File: src/rtl/qdt_pkg.sv
// qdt_pkg: shared constants and helpers for the four-channel timer.
// Assumes byte addressing with 32-bit word registers.
package qdt_pkg;

    // Control byte bit positions (software-visible, behaviour depends on them)
    localparam int CTL_EN      = 7;
    localparam int CTL_PERIOD  = 6;
    localparam int CTL_DIV_HI  = 3;
    localparam int CTL_DIV_LO  = 2;
    localparam int CTL_WIDE    = 1;
    localparam int CTL_SINGLE  = 0;

    // Bits kept in the control register; the rest read zero
    localparam logic [7:0] CTL_KEEP = 8'hCF;

    // Word index within a 16-byte slot
    localparam logic [1:0] SH_MASK   = 2'd0;
    localparam logic [1:0] SH_RAW    = 2'd1;
    localparam logic [1:0] SH_MSKD   = 2'd2;
    localparam logic [1:0] SH_CLR    = 2'd3;
    localparam logic [1:0] CH_LOAD   = 2'd0;
    localparam logic [1:0] CH_VALUE  = 2'd1;
    localparam logic [1:0] CH_CTRL   = 2'd2;
    localparam logic [1:0] CH_BG     = 2'd3;

    typedef enum logic [1:0] {
        RUN_FREE     = 2'd0,
        RUN_PERIODIC = 2'd1,
        RUN_SINGLE   = 2'd2
    } run_mode_e;

    // One-shot wins over periodic; neither bit set means free-running
    function automatic run_mode_e decode_mode(input logic [7:0] ctl);
        if (ctl[CTL_SINGLE])      return RUN_SINGLE;
        else if (ctl[CTL_PERIOD]) return RUN_PERIODIC;
        else                      return RUN_FREE;
    endfunction

endpackage

File: src/rtl/qdt_prescaler.sv
// qdt_prescaler: divides the shared tick enable for one channel.
// Emits a one-cycle step on every 1st, 2**MID_LOG2-th or 2**HI_LOG2-th tick
// as selected by div_sel (00, 01, 1x). Assumes div_sel changes only together
// with a restart pulse, which clears the running count.
module qdt_prescaler #(
    parameter int MID_LOG2 = 4,
    parameter int HI_LOG2  = 8
) (
    input  logic       clk,
    input  logic       rst_n,
    input  logic       enable,
    input  logic       tick_en,
    input  logic       restart,
    input  logic [1:0] div_sel,
    output logic       step
);
    localparam int CNT_W = HI_LOG2;
    localparam logic [CNT_W-1:0] LIM_MID = CNT_W'((1 << MID_LOG2) - 1);
    localparam logic [CNT_W-1:0] LIM_HI  = CNT_W'((1 << HI_LOG2) - 1);

    logic [CNT_W-1:0] cnt_q;
    logic [CNT_W-1:0] limit;

    // Terminal count for the selected divide ratio
    always_comb begin
        case (div_sel)
            2'b00:   limit = '0;
            2'b01:   limit = LIM_MID;
            default: limit = LIM_HI;
        endcase
    end

    assign step = enable && tick_en && (cnt_q == limit);

    // Tick counter, cleared on reset, restart or while the channel is off
    always_ff @(posedge clk) begin
        if (!rst_n || restart || !enable) begin
            cnt_q <= '0;
        end else if (tick_en) begin
            cnt_q <= (cnt_q == limit) ? '0 : cnt_q + 1'b1;
        end
    end

    // The divider count never passes the terminal value of the current ratio
    assert_div_in_range_R3: assert property (@(posedge clk) disable iff (!rst_n)
        cnt_q <= limit)
        else $error("prescaler count beyond limit");

endmodule

File: src/rtl/qdt_channel.sv
// qdt_channel: one down-counter with load, background and width control.
// Counts on each 'step'; a load write takes priority over a step in the same
// cycle. Assumes load and background writes never coincide.
module qdt_channel
    import qdt_pkg::*;
#(
    parameter int DATA_W   = 32,
    parameter int NARROW_W = 16
) (
    input  logic              clk,
    input  logic              rst_n,
    input  run_mode_e         mode,
    input  logic              wide,
    input  logic              step,
    input  logic              load_wr,
    input  logic              bg_wr,
    input  logic [DATA_W-1:0] wdata,
    output logic [DATA_W-1:0] value_rd,
    output logic [DATA_W-1:0] load_rd,
    output logic [DATA_W-1:0] bg_rd,
    output logic              zero_evt
);
    localparam logic [DATA_W-1:0] NARROW_MASK =
        {{(DATA_W-NARROW_W){1'b0}}, {NARROW_W{1'b1}}};

    logic [DATA_W-1:0] cnt_q, load_q, bg_q;
    logic [DATA_W-1:0] wmask, eff, cnt_next;

    assign wmask    = wide ? '1 : NARROW_MASK;
    assign eff      = cnt_q & wmask;
    assign value_rd = eff;
    assign load_rd  = load_q;
    assign bg_rd    = bg_q;
    assign zero_evt = step && !load_wr && (eff == DATA_W'(1));

    // Count after one step: decrement, or wrap according to the mode
    always_comb begin
        if (eff != '0) begin
            cnt_next = eff - 1'b1;
        end else begin
            case (mode)
                RUN_SINGLE:   cnt_next = '0;
                RUN_PERIODIC: cnt_next = bg_q & wmask;
                default:      cnt_next = wmask;
            endcase
        end
    end

    // Counter, load and background registers
    always_ff @(posedge clk) begin
        if (!rst_n) begin
            cnt_q  <= '0;
            load_q <= '0;
            bg_q   <= '0;
        end else begin
            if (load_wr) begin
                cnt_q  <= wdata;
                load_q <= wdata;
                bg_q   <= wdata;
            end else begin
                if (step)  cnt_q <= cnt_next;
                if (bg_wr) bg_q  <= wdata;
            end
        end
    end

    // A nonzero count moves down by exactly one per step
    assert_step_decrements_R2: assert property (@(posedge clk) disable iff (!rst_n)
        step && !load_wr && (eff != '0)
        |=> !$stable(wide) || (value_rd == DATA_W'($past(eff) - 1'b1)))
        else $error("count did not decrement");

    // Without a step or load the stored count stays put, background writes included
    assert_idle_holds_R8: assert property (@(posedge clk) disable iff (!rst_n)
        !step && !load_wr |=> $stable(cnt_q))
        else $error("count changed without step or load");

    // A one-shot channel resting at zero stays there
    assert_single_rests_R6: assert property (@(posedge clk) disable iff (!rst_n)
        step && !load_wr && (mode == RUN_SINGLE) && (eff == '0) |=> (cnt_q == '0))
        else $error("one-shot left zero");

    // A free-running channel at zero wraps to all-ones of its width
    assert_free_wraps_R4: assert property (@(posedge clk) disable iff (!rst_n)
        step && !load_wr && (mode == RUN_FREE) && (eff == '0)
        |=> !$stable(wide) || (value_rd == wmask))
        else $error("free-running wrap wrong");

    // A load write is visible as the new count on the next cycle
    assert_load_applies_R8: assert property (@(posedge clk) disable iff (!rst_n)
        load_wr |=> (cnt_q == $past(wdata)))
        else $error("load not applied");

endmodule

File: src/rtl/qdt_irq_ctrl.sv
// qdt_irq_ctrl: raw flags, mask and combined interrupt for all channels.
// A new zero event in the same cycle as a clear of that bit wins, so no
// event is lost. Assumes zero_evt pulses last one cycle.
module qdt_irq_ctrl #(
    parameter int NUM_CH = 4
) (
    input  logic              clk,
    input  logic              rst_n,
    input  logic [NUM_CH-1:0] zero_evt,
    input  logic              mask_wr,
    input  logic              clr_wr,
    input  logic [NUM_CH-1:0] wdata,
    output logic [NUM_CH-1:0] mask_q,
    output logic [NUM_CH-1:0] raw_q,
    output logic [NUM_CH-1:0] masked,
    output logic              irq
);
    logic [NUM_CH-1:0] clr_bits;

    assign clr_bits = clr_wr ? wdata : '0;
    assign masked   = raw_q & mask_q;
    assign irq      = |masked;

    // Mask register and raw flag register
    always_ff @(posedge clk) begin
        if (!rst_n) begin
            mask_q <= '0;
            raw_q  <= '0;
        end else begin
            if (mask_wr) mask_q <= wdata;
            raw_q <= (raw_q & ~clr_bits) | zero_evt;
        end
    end

    // Every zero event leaves its raw flag set
    assert_event_sets_flag_R7: assert property (@(posedge clk) disable iff (!rst_n)
        (|zero_evt) |=> ((raw_q & $past(zero_evt)) == $past(zero_evt)))
        else $error("zero event lost");

    // Cleared bits without a fresh event read zero afterwards
    assert_clear_drops_R12: assert property (@(posedge clk) disable iff (!rst_n)
        clr_wr |=> ((raw_q & $past(wdata & ~zero_evt)) == '0))
        else $error("clear did not drop flag");

    // With nothing masked in, the interrupt line stays low
    assert_no_mask_no_irq_R11: assert property (@(posedge clk) disable iff (!rst_n)
        (mask_q == '0) |-> !irq)
        else $error("irq with empty mask");

endmodule

File: src/rtl/quad_down_timer.sv
// quad_down_timer: four down-counting channels behind a word register port.
// Slot 0 (0x00-0x0C) holds the shared interrupt registers; slot n+1 holds
// channel n. Reads are combinational; writes take effect at the next edge.
// Assumes tick_en is a single-cycle enable synchronous to clk.
module quad_down_timer
    import qdt_pkg::*;
#(
    parameter int NUM_CH   = 4,
    parameter int DATA_W   = 32,
    parameter int ADDR_W   = 8,
    parameter int NARROW_W = 16,
    parameter int MID_LOG2 = 4,
    parameter int HI_LOG2  = 8
) (
    input  logic              clk,
    input  logic              rst_n,
    input  logic              tick_en,
    input  logic [ADDR_W-1:0] bus_addr,
    input  logic              bus_wr,
    input  logic [DATA_W-1:0] bus_wdata,
    output logic [DATA_W-1:0] bus_rdata,
    output logic              irq
);
    localparam int SLOT_W = ADDR_W - 4;

    logic [SLOT_W-1:0] slot;
    logic [1:0]        word;
    logic              aligned;
    logic              shared_hit;

    assign slot       = bus_addr[ADDR_W-1:4];
    assign word       = bus_addr[3:2];
    assign aligned    = (bus_addr[1:0] == 2'b00);
    assign shared_hit = aligned && (slot == '0);

    logic [7:0]        ctrl_q   [NUM_CH];
    logic [DATA_W-1:0] value_rd [NUM_CH];
    logic [DATA_W-1:0] load_rd  [NUM_CH];
    logic [DATA_W-1:0] bg_rd    [NUM_CH];
    logic [NUM_CH-1:0] zero_evt;
    logic [NUM_CH-1:0] mask_q, raw_q, masked;

    genvar c;
    generate
        for (c = 0; c < NUM_CH; c++) begin : g_ch
            logic ch_hit, ctrl_wr, load_wr, bg_wr, step;

            assign ch_hit  = aligned && (slot == SLOT_W'(c + 1));
            assign ctrl_wr = bus_wr && ch_hit && (word == CH_CTRL);
            assign load_wr = bus_wr && ch_hit && (word == CH_LOAD);
            assign bg_wr   = bus_wr && ch_hit && (word == CH_BG);

            // Control byte for this channel, unused bits forced to zero
            always_ff @(posedge clk) begin
                if (!rst_n)       ctrl_q[c] <= '0;
                else if (ctrl_wr) ctrl_q[c] <= bus_wdata[7:0] & CTL_KEEP;
            end

            qdt_prescaler #(
                .MID_LOG2 (MID_LOG2),
                .HI_LOG2  (HI_LOG2)
            ) u_div (
                .clk     (clk),
                .rst_n   (rst_n),
                .enable  (ctrl_q[c][CTL_EN]),
                .tick_en (tick_en),
                .restart (ctrl_wr),
                .div_sel (ctrl_q[c][CTL_DIV_HI:CTL_DIV_LO]),
                .step    (step)
            );

            qdt_channel #(
                .DATA_W   (DATA_W),
                .NARROW_W (NARROW_W)
            ) u_cnt (
                .clk      (clk),
                .rst_n    (rst_n),
                .mode     (decode_mode(ctrl_q[c])),
                .wide     (ctrl_q[c][CTL_WIDE]),
                .step     (step),
                .load_wr  (load_wr),
                .bg_wr    (bg_wr),
                .wdata    (bus_wdata),
                .value_rd (value_rd[c]),
                .load_rd  (load_rd[c]),
                .bg_rd    (bg_rd[c]),
                .zero_evt (zero_evt[c])
            );

            // A disabled channel never produces a counting step
            assert_off_no_step_R2: assert property (@(posedge clk) disable iff (!rst_n)
                !ctrl_q[c][CTL_EN] |-> !step)
                else $error("step while disabled");
        end
    endgenerate

    qdt_irq_ctrl #(
        .NUM_CH (NUM_CH)
    ) u_irq (
        .clk      (clk),
        .rst_n    (rst_n),
        .zero_evt (zero_evt),
        .mask_wr  (bus_wr && shared_hit && (word == SH_MASK)),
        .clr_wr   (bus_wr && shared_hit && (word == SH_CLR)),
        .wdata    (bus_wdata[NUM_CH-1:0]),
        .mask_q   (mask_q),
        .raw_q    (raw_q),
        .masked   (masked),
        .irq      (irq)
    );

    // Read multiplexer over the shared slot and every channel slot
    always_comb begin
        bus_rdata = '0;
        if (shared_hit) begin
            case (word)
                SH_MASK: bus_rdata = DATA_W'(mask_q);
                SH_RAW:  bus_rdata = DATA_W'(raw_q);
                SH_MSKD: bus_rdata = DATA_W'(masked);
                default: bus_rdata = '0;
            endcase
        end
        for (int i = 0; i < NUM_CH; i++) begin
            if (aligned && (slot == SLOT_W'(i + 1))) begin
                case (word)
                    CH_LOAD:  bus_rdata = load_rd[i];
                    CH_VALUE: bus_rdata = value_rd[i];
                    CH_CTRL:  bus_rdata = DATA_W'(ctrl_q[i]);
                    default:  bus_rdata = bg_rd[i];
                endcase
            end
        end
    end

    // The interrupt line only rises when some flag is masked in
    assert_irq_needs_mask_R11: assert property (@(posedge clk) disable iff (!rst_n)
        irq |-> ((raw_q & mask_q) != '0))
        else $error("irq without masked flag");

endmodule

File: config.mk
export PLATFORM = sky130hd
export DESIGN_NAME = quad_down_timer
export DESIGN_NICKNAME = d
export VERILOG_FILES = /design/src/rtl/qdt_pkg.sv /design/src/rtl/qdt_prescaler.sv /design/src/rtl/qdt_channel.sv /design/src/rtl/qdt_irq_ctrl.sv /design/src/rtl/quad_down_timer.sv
export SDC_FILE = /design/constraint.sdc
export NUM_CORES = 1
export LEC_CHECK = 0
export ABC_AREA = 0
export ABC_CLOCK_PERIOD_IN_PS = 3000
export BUFFER_PORTS_ARGS = -buffer_cell sky130_fd_sc_hd__clkbuf_2
export CAP_MARGIN = 30
export CELL_PAD_IN_SITES_DETAIL_PLACEMENT = 1
export CELL_PAD_IN_SITES_GLOBAL_PLACEMENT = 1
export CORE_UTILIZATION = 47
export DETAILED_ROUTE_END_ITERATION = 7
export HOLD_SLACK_MARGIN = 0.03
export PLACE_DENSITY_LB_ADDON = 0.1
export REMOVE_ABC_BUFFERS = 1
export SLEW_MARGIN = 10
export SYNTH_ARGS = -nofsm -noshare
export SYNTH_HDL_FRONTEND = slang
export SYNTH_SLANG_ARGS = --single-unit
File: constraint.sdc
create_clock -name clk -period 3 [get_ports clk]
set_input_delay 0.15 -clock clk [delete_from_list [all_inputs] [get_ports clk]]
set_output_delay 0.15 -clock clk [all_outputs]
set_load 0.01 [all_outputs]
# [Word level (Yosys, flattened, before mapping)]
# Memories as Yosys holds them, arrays and structs flattened.
# Cells that the tools add are included.
[op_classes] n_eq_ne=27 bitwise=16 n_addsub=8 n_reduce_logical=77 muxes=72
[ops] op="32-bit two-way mux" n=28
[ops] op="32-bit one-hot mux with 3 select lines" n=4
[ops] op="32-bit AND" n=8
[ops] op="32-bit one-hot mux with 2 select lines" n=4
[ops] op="32-bit by 1-bit == test with 1-bit output (second input constant)" n=4
[ops] op="32-bit nonzero test" n=4
[ops] op="32-bit by 1-bit subtractor with 32-bit output (second input constant)" n=4
[ops] op="8-bit one-hot mux with 2 select lines" n=4
[ops] op="1-bit logical AND" n=40
[ops] op="8-bit by 1-bit adder with 8-bit output (second input constant)" n=4
[ops] op="8-bit == test" n=4
[ops] op="8-bit two-way mux" n=4
[ops] op="6-bit two-way mux" n=4
[ops] op="2-bit by 1-bit == test with 1-bit output (second input constant)" n=9
[ops] op="1-bit two-way mux" n=17
[ops] op="2-bit nonzero test" n=8
[ops] op="2-bit == test (second input constant)" n=6
[ops] op="2-bit zero test" n=6
[ops] op="4-bit one-hot mux with 3 select lines" n=1
[ops] op="1-bit zero test" n=9
[ops] op="4-bit AND" n=2
[ops] op="4-bit by 2-bit == test with 1-bit output (second input constant)" n=2
[ops] op="1-bit logical OR" n=8
[ops] op="2-bit two-way mux" n=4
[ops] op="other kinds (8)" n=12
[totals] out_inout_bits=33 reg_bits=424 n_memories=1 input_bits=44 elab_cells=219 mem_bits_rw=24
[memory_table] memory="ctrl_q" depth=4 width=6 rd=4 rd_ports_with_merged_regs=0 wr=4 line_no="quad_down_timer.sv:36" rtl="logic [7:0] ctrl_q [NUM_CH];"

# [Longest topological paths before layout]
[depth] depth_word=8 ltp_mapped=10 mapped_depth_nobuf=8

# [Modules after synthesis]
# Synthesis repeated with hierarchy kept, for this count alone.
[hier_totals] hier_cells=3288 area_unflattened_um2=27139.8
[by_module_without_submodules] module="qdt_channel (g_ch[0].u_cnt ...)" seq_area_each_um2=1921.8 n_inst=3 cells_per_inst=639 area_per_inst_um2=5182.5
[by_module_without_submodules] module="qdt_channel (g_ch[3].u_cnt)" seq_area_each_um2=1921.8 n_inst=1 cells_per_inst=619 area_per_inst_um2=4936.0
[by_module_without_submodules] module="quad_down_timer" seq_area_each_um2=720.7 n_inst=1 cells_per_inst=530 area_per_inst_um2=4727.0
[by_module_without_submodules] module="qdt_prescaler" seq_area_each_um2=160.2 n_inst=4 cells_per_inst=47 area_per_inst_um2=400.4
[by_module_without_submodules] module="qdt_irq_ctrl" seq_area_each_um2=160.2 n_inst=1 cells_per_inst=34 area_per_inst_um2=327.8

# [Worst setup path after synthesis]
# No wires, ideal clock.
[synth_path] path_type="register -> register" start="register g_ch[3].u_cnt.cnt_q[0]" end="register g_ch[3].u_cnt.cnt_q[23]" n_path_buf=0 synth_period_minus_slack_ps=2578 path_slack_ps=422 setup_time_ps=130 t_required_ps=2870 path_stages_with_launch=9 arrival_time_ps=2448 cell_sequence="dfxtp_1 inv_1 ha_1 or4b_2 or4_4 or3_1 and3_1 a211oi_1 o22ai_1"
[synth_via] elab_chain_len=5 word_cells_on_any_way=6 cone_classes="add/sub (1); mux (3); bitwise (1); reduce/logical (1)"
[synth_lines] element="start: declaration" line_no="qdt_channel.sv:26" rtl="logic [DATA_W-1:0] cnt_q, load_q, bg_q;"
[synth_lines] element="start signal: assignment" line_no="qdt_channel.sv:57" rtl="cnt_q <= wdata;"
[synth_lines] element="start signal: assignment" line_no="qdt_channel.sv:61" rtl="if (step) cnt_q <= cnt_next;"
[synth_lines] element="32-bit AND (*)" line_no="qdt_channel.sv:30" rtl="assign eff = cnt_q & wmask;"
[synth_lines] element="32-bit by 1-bit subtractor with 32-bit output / 32-bit nonzero test (equally long branches)" line_no="qdt_channel.sv:39, qdt_channel.sv:38"
[synth_lines] element="32-bit two-way mux (*)" line_no="qdt_channel.sv:38" rtl="if (eff != '0) begin"
[synth_lines] element="32-bit two-way mux (*)" line_no="qdt_channel.sv:61"
[synth_lines] element="32-bit two-way mux (*)" line_no="qdt_channel.sv:56" rtl="if (load_wr) begin"
# Every way passes the cells marked *; elsewhere a longest branch is shown, timed or not. The select of a mux whose other input is x is not followed.
# A chain may end at the register's enable or synchronous reset.

==> flow_summary.yaml <==
status:
  status: "finished with violations"
  violations: "setup timing"
route:
  drc: 0
  met1_length_mm: 48.7
  wl_met2_mm: 54.2
  drt-total-wl_mm: 123
  dr_total_vias: 28700
  wl_met3_mm: 11.4
  top_layer: "met5"
  ant_nets: 0
  wl_per_cell_um: 28.8
  dr.pass1.iters: 6
  dr.first_iter.drc_count: 2951
  viasPerCell: 6.74
worst_setup_path:
  cp_common_cell: "buf_4"
  criticalPathCategory: "reg2out"
  crit_path_max_incr_delay_ps: 380
  r2r_start: "g_ch[1].u_cnt.cnt_q[10]$_SDFFE_PN0P_"
  crit_path_top_delay_cell: "edfxtp_1"
  endpoint_kind: "primary output"
  critPathArrivalTime_ps: 2940
  cp-start-kind: "flip-flop"
  rr_endpoint: "g_ch[1].u_cnt.cnt_q[3]$_SDFFE_PN0P_"
  worstPathRequired_ps: 2850
  crit_start: "ctrl_q[3][1]$_SDFFCE_PN0P_"
  cp_cell_sequence: "buf_4 -> buf_4 -> nand2_1 -> o21ai_0 -> a22oi_1 -> o22a_1 -> o221ai_1 -> clkbuf_2"
  r2r_setup_slack_ps: 50
  critPathMaxFanout: 19
  r2r_cells: 7
hold_path:
  worstHoldStart: "bus_wdata[29]"
  hp-class: "in2reg"
  hold_depth: 3
  min_to: "g_ch[0].u_cnt.load_rd[29]$_SDFFE_PN0P_"
placement:
  gp_congestion: 1.07
  hpwl_mm: 84.5
  pre_cts_ws_ps: 139
  portBuffers: 76
yosys:
  ys_seq_area_share_pct: 35.8
  synth_area_mm2: 0.0257
  synth_edf_count: 24
  synth_cell_types: 94
  async_reset_ff_share_pct: 0
  synth_largest_area_cell: "dfxtp_1"
  ys.flop_type: "dfxtp_1"
  synth.most_common_cell: "nand2_1"
  postSynthCellCount: 3499
  syn_avg_cell_area_um2: 7.36
  synth_area_leaders: "dfxtp_1 (33%), nand2_1 (11%), a21oi_1 (8.5%)"
  postSynthRegisterBits: 448
  synth_top_area_share_pct: 33.0
  yosys_warnings: 0
  ys_top_cells_by_count: "nand2_1 (783), a21oi_1 (438), dfxtp_1 (424)"
final_layout:
  area_delta_synth_final_pct: 14.0
  diodes: 0
  final_util_pct: 54.4
  drive_above_1_share_pct: 12.6
  final_nets: 3584
timing:
  fin_worst_skew_ps: 16.1
  worst_pin_slew_ps: 917
  clock.fmax_ghz: 0.323
  report.final.slew_viol_count: 0
  setup_ws_ps: -94.1
  hold_violations: 0
  tns_ps: -153
  fin_crit_sh_pct: 103
  slew_headroom_pct: 38.9
  hold_ws_ps: 59.8
  layout_min_cycle_time_ps: 3090
  grt_setup_unrepaired: "no"
  setup_viol: 4
clock_network:
  clock_path_buffers: 3
  cts_root_buf: "clkbuf_16"
  clk_pin_slew_ps: 60
  insertion_delay_ps: 620
  clock_sinks: 448
  cts_max_level: 2
  cts_tree: "yes"
  numCtsBuffers: 53
pwr:
  leakage_nw: 10.2
  p_per_area_mw_per_mm2: 525
  p_sw_mw: 4.71
  peakVddDrop_mv: 0.517
  p_sw_share_pct: 30.6
  combPwrFrac_pct: 16.6
  p_total_mw: 15.4
  seq_power_share_pct: 39.9
  intPower_mw: 10.7
  p_clk_share_pct: 43.5
floorplanning:
  ios: 77
  die_y_um: 236
  num_rows: 85
  die_area_mm2: 0.0557
  die_x_um: 236
  core_area_mm2: 0.0539
  start_util_pct: 47.7
grt:
  grt_pass1_vias: 28600
  grt_remaining_overflow: 0
  track_usage_pct: 43.1
  grt_start_max_net_pins: 79
  antenna_found_initial: 2
  grt_pass1_wl_mm: 182
flow_run:
  cap_violations: 0
-- worst max-delay path by stage --
stage / slack, ps / end / cells after the start
after floorplan: -3600 / g_ch[1].u_cnt.cnt_q[30]$_SDFFE_PN0P_ / 4
after global placement: 220 / g_ch[3].u_cnt.cnt_q[23]$_SDFFE_PN0P_ / 8
after detailed placement: 140 / g_ch[1].u_cnt.cnt_q[3]$_SDFFE_PN0P_ / 9
after CTS: 50 / bus_rdata[24] / 7
after global routing: 9 / bus_rdata[31] / 8
final: -90 / bus_rdata[31] / 8
-- flip-flops by register name, summed over array words and instances (netlist names) --
name / flops
g_ch.u_cnt.bg_rd: 128
g_ch.u_cnt.cnt_q: 128
g_ch.u_cnt.load_rd: 128
g_ch.u_div.cnt_q: 32
ctrl_q: 24
u_irq.mask_q: 4
u_irq.raw_q: 4
-- worst max-delay path, delay by kind of cell (launching register included) --
| family | cells | cell delay [ps] |
|---|---|---|
| compound gates | 4 | 1100 |
| buf+inv | 3 | 650 |
| flops | 1 | 380 |
| simple gates | 1 | 180 |
-- layout by cell type, fill, tap and decap left out, types with 28 or more instances in the layout --
| cell | instances |
|---|---|
| nand2_1 | 781 |
| a21oi_1 | 438 |
| dfxtp_1 | 424 |
| o21ai_0 | 263 |
| nor2_1 | 199 |
| buf_4 | 188 |
| clkbuf_2 | 73 |
| nand3_1 | 69 |
| a22oi_1 | 66 |
| clkbuf_16 | 53 |
| inv_1 | 52 |
| a31oi_1 | 52 |
| nor3_1 | 51 |
| mux2i_1 | 44 |
| and2_1 | 38 |
| nor4_1 | 37 |
| xnor2_1 | 37 |
| xor2_1 | 33 |
| o211ai_1 | 29 |
| o21a_1 | 28 |
-- per-layer routing --
metal / track usage [%] / up-vias
met3: 8.87 / 358
met1: 54.5 / 14300
li1: - / 12600
met5: 0 / -
met2: 66.8 / 1510
met4: 28.0 / 2
-- cell type report --
cell class / count / area (um^2)
clock buffers: 70 / 1470
clock inverters: 25 / 260
fillers: 6749 / 24600
inverters: 54 / 210
multi-input cells: 2693 / 15200
flip-flops and latches: 448 / 9210
well taps: 696 / 871
repair buffers: 278 / 2090
-- power groups by stage --
| stage | sequential [mW] | combinational [mW] | clock, mW |
|---|---|---|---|
| 4_1_cts | 6.14 | 2.47 | 6.73 |
| 2_1_floorplan | 6.27 | 1.23 | 0 |
| 5_1_grt | 6.15 | 2.67 | 6.95 |
| 3_3_place_gp | 6.27 | 2.40 | 0 |
| 6_report | 6.15 | 2.56 | 6.70 |
| 3_5_place_dp | 6.28 | 2.44 | 0 |
-- cell families after synthesis --
kind of cell | Yosys count | synth area share [%]
buffers and inverters | 358 | 5.37
AND/OR/NAND/NOR | 1362 | 23.7
multiplexers | 79 | 4.29
flip-flops | 448 | 35.8
XOR/XNOR | 70 | 2.38
adder cells (fa/ha/maj) | 12 | 0.583
AO/OA/AOI/OAI | 1170 | 27.9
-- through the flow --
step	instance area, um^2	instances
3_3_place_gp	27600	4165
4_1_cts	29300	4264
2_1_floorplan	24600	3195
3_5_place_dp	27600	4165
5_1_grt	29300	4264
6_report	29300	4264
-- repair_timing --
item,4_1_cts,5_1_grt
setup endpoints to repair,4,6
resized for setup,0,6
hold endpoints to repair,4,0
hold buffers,1,0
setup buffers,3,0
Power figures use the tool's default switching activity.
